### src/rtl/usb_lm_pkg.sv
package usb_lm_pkg;

    typedef enum logic [1:0] {
        PAIR_SE0 = 2'd0,
        PAIR_DP  = 2'd1,
        PAIR_DM  = 2'd2,
        PAIR_SE1 = 2'd3
    } pair_t;

    typedef enum logic [1:0] {
        LC_SE0 = 2'd0,
        LC_J   = 2'd1,
        LC_K   = 2'd2,
        LC_SE1 = 2'd3
    } line_code_t;

    typedef enum logic {
        ST_LINE,
        ST_SE0_RUN
    } mon_state_t;

    localparam logic [1:0] MODE_AUTO = 2'b00;
    localparam logic [1:0] MODE_FULL = 2'b01;
    localparam logic [1:0] MODE_LOW  = 2'b10;

endpackage

### src/rtl/usb_lm_classify.sv
module usb_lm_classify
    import usb_lm_pkg::*;
(
    input  logic       dp,
    input  logic       dm,
    input  logic       speed_ls,
    output pair_t      pair,
    output line_code_t code
);

    always_comb begin
        unique case ({dp, dm})
            2'b00:   pair = PAIR_SE0;
            2'b10:   pair = PAIR_DP;
            2'b01:   pair = PAIR_DM;
            default: pair = PAIR_SE1;
        endcase
    end

    // J is the idle polarity of the active speed
    always_comb begin
        unique case (pair)
            PAIR_SE0: code = LC_SE0;
            PAIR_SE1: code = LC_SE1;
            PAIR_DP:  code = speed_ls ? LC_K : LC_J;
            PAIR_DM:  code = speed_ls ? LC_J : LC_K;
            default:  code = LC_SE0;
        endcase
    end

endmodule

### src/rtl/usb_lm_se0_timer.sv
module usb_lm_se0_timer #(
    parameter int RESET_CYCLES = 120,
    parameter int KA_CYCLES    = 58
) (
    input  logic clk,
    input  logic rst,
    input  logic start,
    input  logic hold,
    output logic over_reset,
    output logic over_ka,
    output logic is_glitch
);

    localparam int SAT_VAL = RESET_CYCLES + 1;
    localparam int CNT_W   = $clog2(SAT_VAL + 1);
    localparam logic [CNT_W-1:0] SAT_C   = CNT_W'(SAT_VAL);
    localparam logic [CNT_W-1:0] RESET_C = CNT_W'(RESET_CYCLES);
    localparam logic [CNT_W-1:0] KA_C    = CNT_W'(KA_CYCLES);

    logic [CNT_W-1:0] run_len;

    // counts zero samples in the current run, saturating past the reset limit
    always_ff @(posedge clk) begin
        if (rst) begin
            run_len <= '0;
        end else if (start) begin
            run_len <= CNT_W'(1);
        end else if (hold && run_len != SAT_C) begin
            run_len <= run_len + CNT_W'(1);
        end
    end

    assign over_reset = run_len > RESET_C;
    assign over_ka    = run_len > KA_C;
    assign is_glitch  = run_len <= CNT_W'(1);

endmodule

### src/rtl/usb_lm_ctrl.sv
module usb_lm_ctrl
    import usb_lm_pkg::*;
(
    input  logic       clk,
    input  logic       rst,
    input  pair_t      pair,
    input  logic [1:0] mode_sel,
    input  logic       over_reset,
    input  logic       over_ka,
    input  logic       is_glitch,
    output logic       start,
    output logic       hold,
    output logic       speed_ls,
    output logic       bus_reset_pulse,
    output logic       keepalive_pulse
);

    mon_state_t state, state_nxt;
    logic       cfg_ls;
    logic       auto_mode;
    logic       run_end;
    logic       speed_nxt;
    logic       rst_evt;
    logic       ka_evt;

    assign cfg_ls    = (mode_sel == MODE_LOW);
    assign auto_mode = (mode_sel != MODE_FULL) && (mode_sel != MODE_LOW);

    // LINE_TO_RUN / RUN_HOLD / RUN_END transitions
    always_comb begin
        start     = 1'b0;
        hold      = 1'b0;
        run_end   = 1'b0;
        state_nxt = state;
        unique case (state)
            ST_LINE: begin
                if (pair == PAIR_SE0) begin
                    start     = 1'b1;
                    state_nxt = ST_SE0_RUN;
                end
            end
            ST_SE0_RUN: begin
                if (pair == PAIR_SE0) begin
                    hold = 1'b1;
                end else begin
                    run_end   = 1'b1;
                    state_nxt = ST_LINE;
                end
            end
            default: state_nxt = ST_LINE;
        endcase
    end

    // judge the finished run and derive the next speed
    always_comb begin
        rst_evt   = 1'b0;
        ka_evt    = 1'b0;
        speed_nxt = speed_ls;
        if (run_end && !is_glitch) begin
            if (over_reset) begin
                rst_evt   = 1'b1;
                speed_nxt = cfg_ls;
            end else if (over_ka && speed_ls) begin
                ka_evt = 1'b1;
            end
            if (auto_mode && pair == PAIR_DP) begin
                speed_nxt = 1'b0;
            end else if (auto_mode && pair == PAIR_DM) begin
                speed_nxt = 1'b1;
            end
        end
    end

    always_ff @(posedge clk) begin
        if (rst) begin
            state <= ST_LINE;
        end else begin
            state <= state_nxt;
        end
    end

    always_ff @(posedge clk) begin
        if (rst) begin
            speed_ls        <= cfg_ls;
            bus_reset_pulse <= 1'b0;
            keepalive_pulse <= 1'b0;
        end else begin
            speed_ls        <= speed_nxt;
            bus_reset_pulse <= rst_evt;
            keepalive_pulse <= ka_evt;
        end
    end

endmodule

### src/rtl/usb_line_monitor.sv
module usb_line_monitor
    import usb_lm_pkg::*;
#(
    parameter int RESET_CYCLES = 120,
    parameter int KA_CYCLES    = 58
) (
    input  logic       clk,
    input  logic       rst,
    input  logic       dp,
    input  logic       dm,
    input  logic [1:0] mode_sel,
    output logic       speed_ls,
    output logic [1:0] line_state,
    output logic       bus_reset_pulse,
    output logic       keepalive_pulse
);

    pair_t      pair;
    line_code_t code;
    logic       start;
    logic       hold;
    logic       over_reset;
    logic       over_ka;
    logic       is_glitch;

    usb_lm_classify i_classify (
        .dp       (dp),
        .dm       (dm),
        .speed_ls (speed_ls),
        .pair     (pair),
        .code     (code)
    );

    usb_lm_se0_timer #(
        .RESET_CYCLES (RESET_CYCLES),
        .KA_CYCLES    (KA_CYCLES)
    ) i_timer (
        .clk        (clk),
        .rst        (rst),
        .start      (start),
        .hold       (hold),
        .over_reset (over_reset),
        .over_ka    (over_ka),
        .is_glitch  (is_glitch)
    );

    usb_lm_ctrl i_ctrl (
        .clk             (clk),
        .rst             (rst),
        .pair            (pair),
        .mode_sel        (mode_sel),
        .over_reset      (over_reset),
        .over_ka         (over_ka),
        .is_glitch       (is_glitch),
        .start           (start),
        .hold            (hold),
        .speed_ls        (speed_ls),
        .bus_reset_pulse (bus_reset_pulse),
        .keepalive_pulse (keepalive_pulse)
    );

    assign line_state = code;

endmodule

### config.mk
export PLATFORM = sky130hd
export DESIGN_NAME = usb_line_monitor
export DESIGN_NICKNAME = d
export VERILOG_FILES = /design/src/rtl/usb_lm_pkg.sv /design/src/rtl/usb_lm_classify.sv /design/src/rtl/usb_lm_se0_timer.sv /design/src/rtl/usb_lm_ctrl.sv /design/src/rtl/usb_line_monitor.sv
export SDC_FILE = /design/constraint.sdc
export NUM_CORES = 1
export LEC_CHECK = 0
export BUFFER_PORTS_ARGS = -buffer_cell sky130_fd_sc_hd__buf_2
export CAP_MARGIN = 20
export CORE_MARGIN = 5
export CORE_UTILIZATION = 35
export DETAILED_ROUTE_END_ITERATION = 8
export SKIP_LAST_GASP = 1
export SYNTH_ARGS = -nofsm -noshare
export SYNTH_HDL_FRONTEND = slang
export SYNTH_SLANG_ARGS = --single-unit
### constraint.sdc
create_clock -name clk -period 3.8 [get_ports clk]
set_clock_uncertainty 0.05 [all_clocks]
set_input_delay 0.57 -clock clk [delete_from_list [all_inputs] [get_ports clk]]
set_output_delay 0.57 -clock clk [all_outputs]
set_load 0.01 [all_outputs]
==> flow_summary.toml <==
[route]
routed_via_density = 5.381
wl_per_cell_um = 12.09
route.detailed.drc = 0
antenna_left = 0
via_count = 608
drtIter0Drc = 12
wirelength_um = 1366
drtPass1Iterations = 6

[clock_tree]
cts_hold_buf = 0
post_cts_buffers = 0
cts_max_path_buffers = 2
cts_tree = "yes"
numCtsBuffers = 3
ctsRootBufferMaster = "clkbuf_4"
cts_resized = 0
clk_latency_ns = 0.28
htree_levels = 1
clk_pin_slew_ns = 0.08
cts.sinks = 11

[timing]
period_needed_ns = 1.777
fin_ws_ns = 2.023
max_freq_mhz = 562.6
setup_viol = 0
rsz0062_at_grt = "no"
maxSlewHeadroom = 0.5109
tightestPinTransition_ns = 0.7275
drv_slew = 0
timing.setup.tns_ns = 0
hold_viol = 0
min_period_over_period = 0.4677

[worst_setup_path]
end_kind = "primary output"
cp-start-kind = "register"
cp_data_required_time_ns = 3.18
reg2reg_depth = 5
arrival_ns = 1.16
cp_max_fo = 4
worst-setup-path-type = "reg2out"

[power]
finalPower_mw = 0.2358
p_leak_nw = 0.2772
vdd_drop_max_uv = 135.8
power_density_nw_per_um2 = 306.0

[final_layout]
nFillCells = 189
layout-drive-gt1-share = 0.2558
nets = 97
seq_area_sq_um = 230.2
n_antenna_cell = 0
multi_input_area_sq_um = 406.6
area_growth_pct = 13.24
final_cells = 113

[placed_design]
place_inst = 109
gp_congestion = 0.7353
portBuffers = 10
hpwl_um = 994.6
preCtsSetupSlack_ns = 2.049

[logic_synthesis]
ys_seq_elements = 11
synth_flop_cell = "dfxtp_1"
yosys_warnings = 0
ys_async_sr_fraction = 0
synth_cell_types = 34
syn_area_per_cell_sq_um = 9.075
synth_common_cells = "dfxtp_1 (10), o21ai_0 (7), inv_1 (6)"
syn-num-nets = 85
yosys-top-cells-area = "dfxtp_1 (29%), ha_1 (7.4%), o21ai_0 (5.1%)"
synth_area_sq_um = 680.7
yosysTopAreaCellShare = 0.2941
synth_most_common_cell = "dfxtp_1"
ys_seq_area_frac = 0.3382
yosys.area.top_type = "dfxtp_1"
synthCells = 75
synth-edff-count = 1

[floorplanning]
die_h_um = 54.10
rows = 16
die_width_um = 54.10
die_area_sq_um = 2927
fp.coreArea_sq_um = 1902
num_io_pins = 11
initial_core_util = 0.3579

[global_route]
track_usage = 0.1109
grt_pass1_wl_um = 2277
grt_max_degree = 12
antenna_found_initial = 0
grt_overflow = 0
grt_pass1_vias = 530

[hold_path]
hold_depth = 2
hold_class = "reg2reg"

[run]
cap_violations = 0

[outcome]
status = "finished clean"
[placed cells by master, fill, tap and decap left out, types with 2 or more instances in the layout]
cell,n
dfxtp_1,10
mux2_2,2
a31o_2,3
clkbuf_4,3
buf_2,10
nor2_1,3
nand2_1,3
o21ai_0,7
a21oi_1,4
nor3_1,5
ha_1,4
inv_1,6
nand4_1,3
o31ai_1,2
[kinds of logic after synthesis]
family          synth area share
simple gates              0.2224
compound gates            0.2427
buf+inv                  0.06434
fa+ha+maj                0.07353
mux                      0.03309
flops                     0.3382
xor+xnor                 0.02574
[path summary, 6_finish.rpt]
kind | from | to | slack [ns]
setup / recovery | i_ctrl.speed_ls | line_state[1] | 2.02
hold / removal | i_timer.run_len[5] | i_timer.run_len[5] | 0.46
setup reg to reg | i_timer.run_len[1] | i_ctrl.speed_ls | 2.10
hold reg to reg | i_timer.run_len[5] | i_timer.run_len[5] | 0.46
[final cells by class]
| cell class | count | area share |
|---|---|---|
| Multi-Input combinational cell | 55 | 0.5276 |
| Sequential cell | 11 | 0.2987 |
| Clock buffer | 3 | 0.02922 |
| Tap cell | 27 | 0.04383 |
| Clock inverter | 1 | 0.006494 |
| Timing Repair Buffer | 10 | 0.06494 |
| Inverter | 6 | 0.02922 |
[critical path, stage by stage, from the launching register on]
cell and delay (ns):
edfxtp_1 0.40, mux2_2 0.34, buf_2 0.14
[where the power goes]
group          internal [mW]  total, mW  switching, mW
clock                 0.0391     0.0845         0.0454
combinational         0.0137     0.0285         0.0147
sequential             0.119      0.123        0.00370
total                  0.172      0.236         0.0639
[through the flow]
stage / util / area (sq um) / hold slack [ns]
2_1_floorplan: - / 680.7 / 0.4232
6_report: 0.4053 / 770.7 / 0.4592
4_1_cts: 0.4053 / 770.7 / 0.4628
3_3_place_gp: 0.3908 / 743.2 / 0.4456
5_1_grt: 0.4053 / 770.7 / 0.5072
3_5_place_dp: 0.3908 / 743.2 / 0.4514
[sequential cells by signal (all words and copies together), names as in the netlist]
| signal | count |
|---|---|
| i_ctrl.bus_reset_pulse | 1 |
| i_ctrl.keepalive_pulse | 1 |
| i_ctrl.speed_ls | 1 |
| i_ctrl.state | 1 |
| i_timer.run_len | 7 |
[routing by layer]
| layer | routed length [um] | share of wire | global-route usage | up-vias |
|---|---|---|---|---|
| met5 | 0 | 0 | 0 | - |
| met2 | 623 | 0.46 | 0.1754 | 21 |
| met4 | 48 | 0.035 | 0.08714 | 0 |
| met3 | 65 | 0.048 | 0.01662 | 6 |
| li1 | - | - | - | 304 |
| met1 | 628 | 0.46 | 0.1325 | 277 |
No activity file was read; power rests on OpenSTA's default activity.
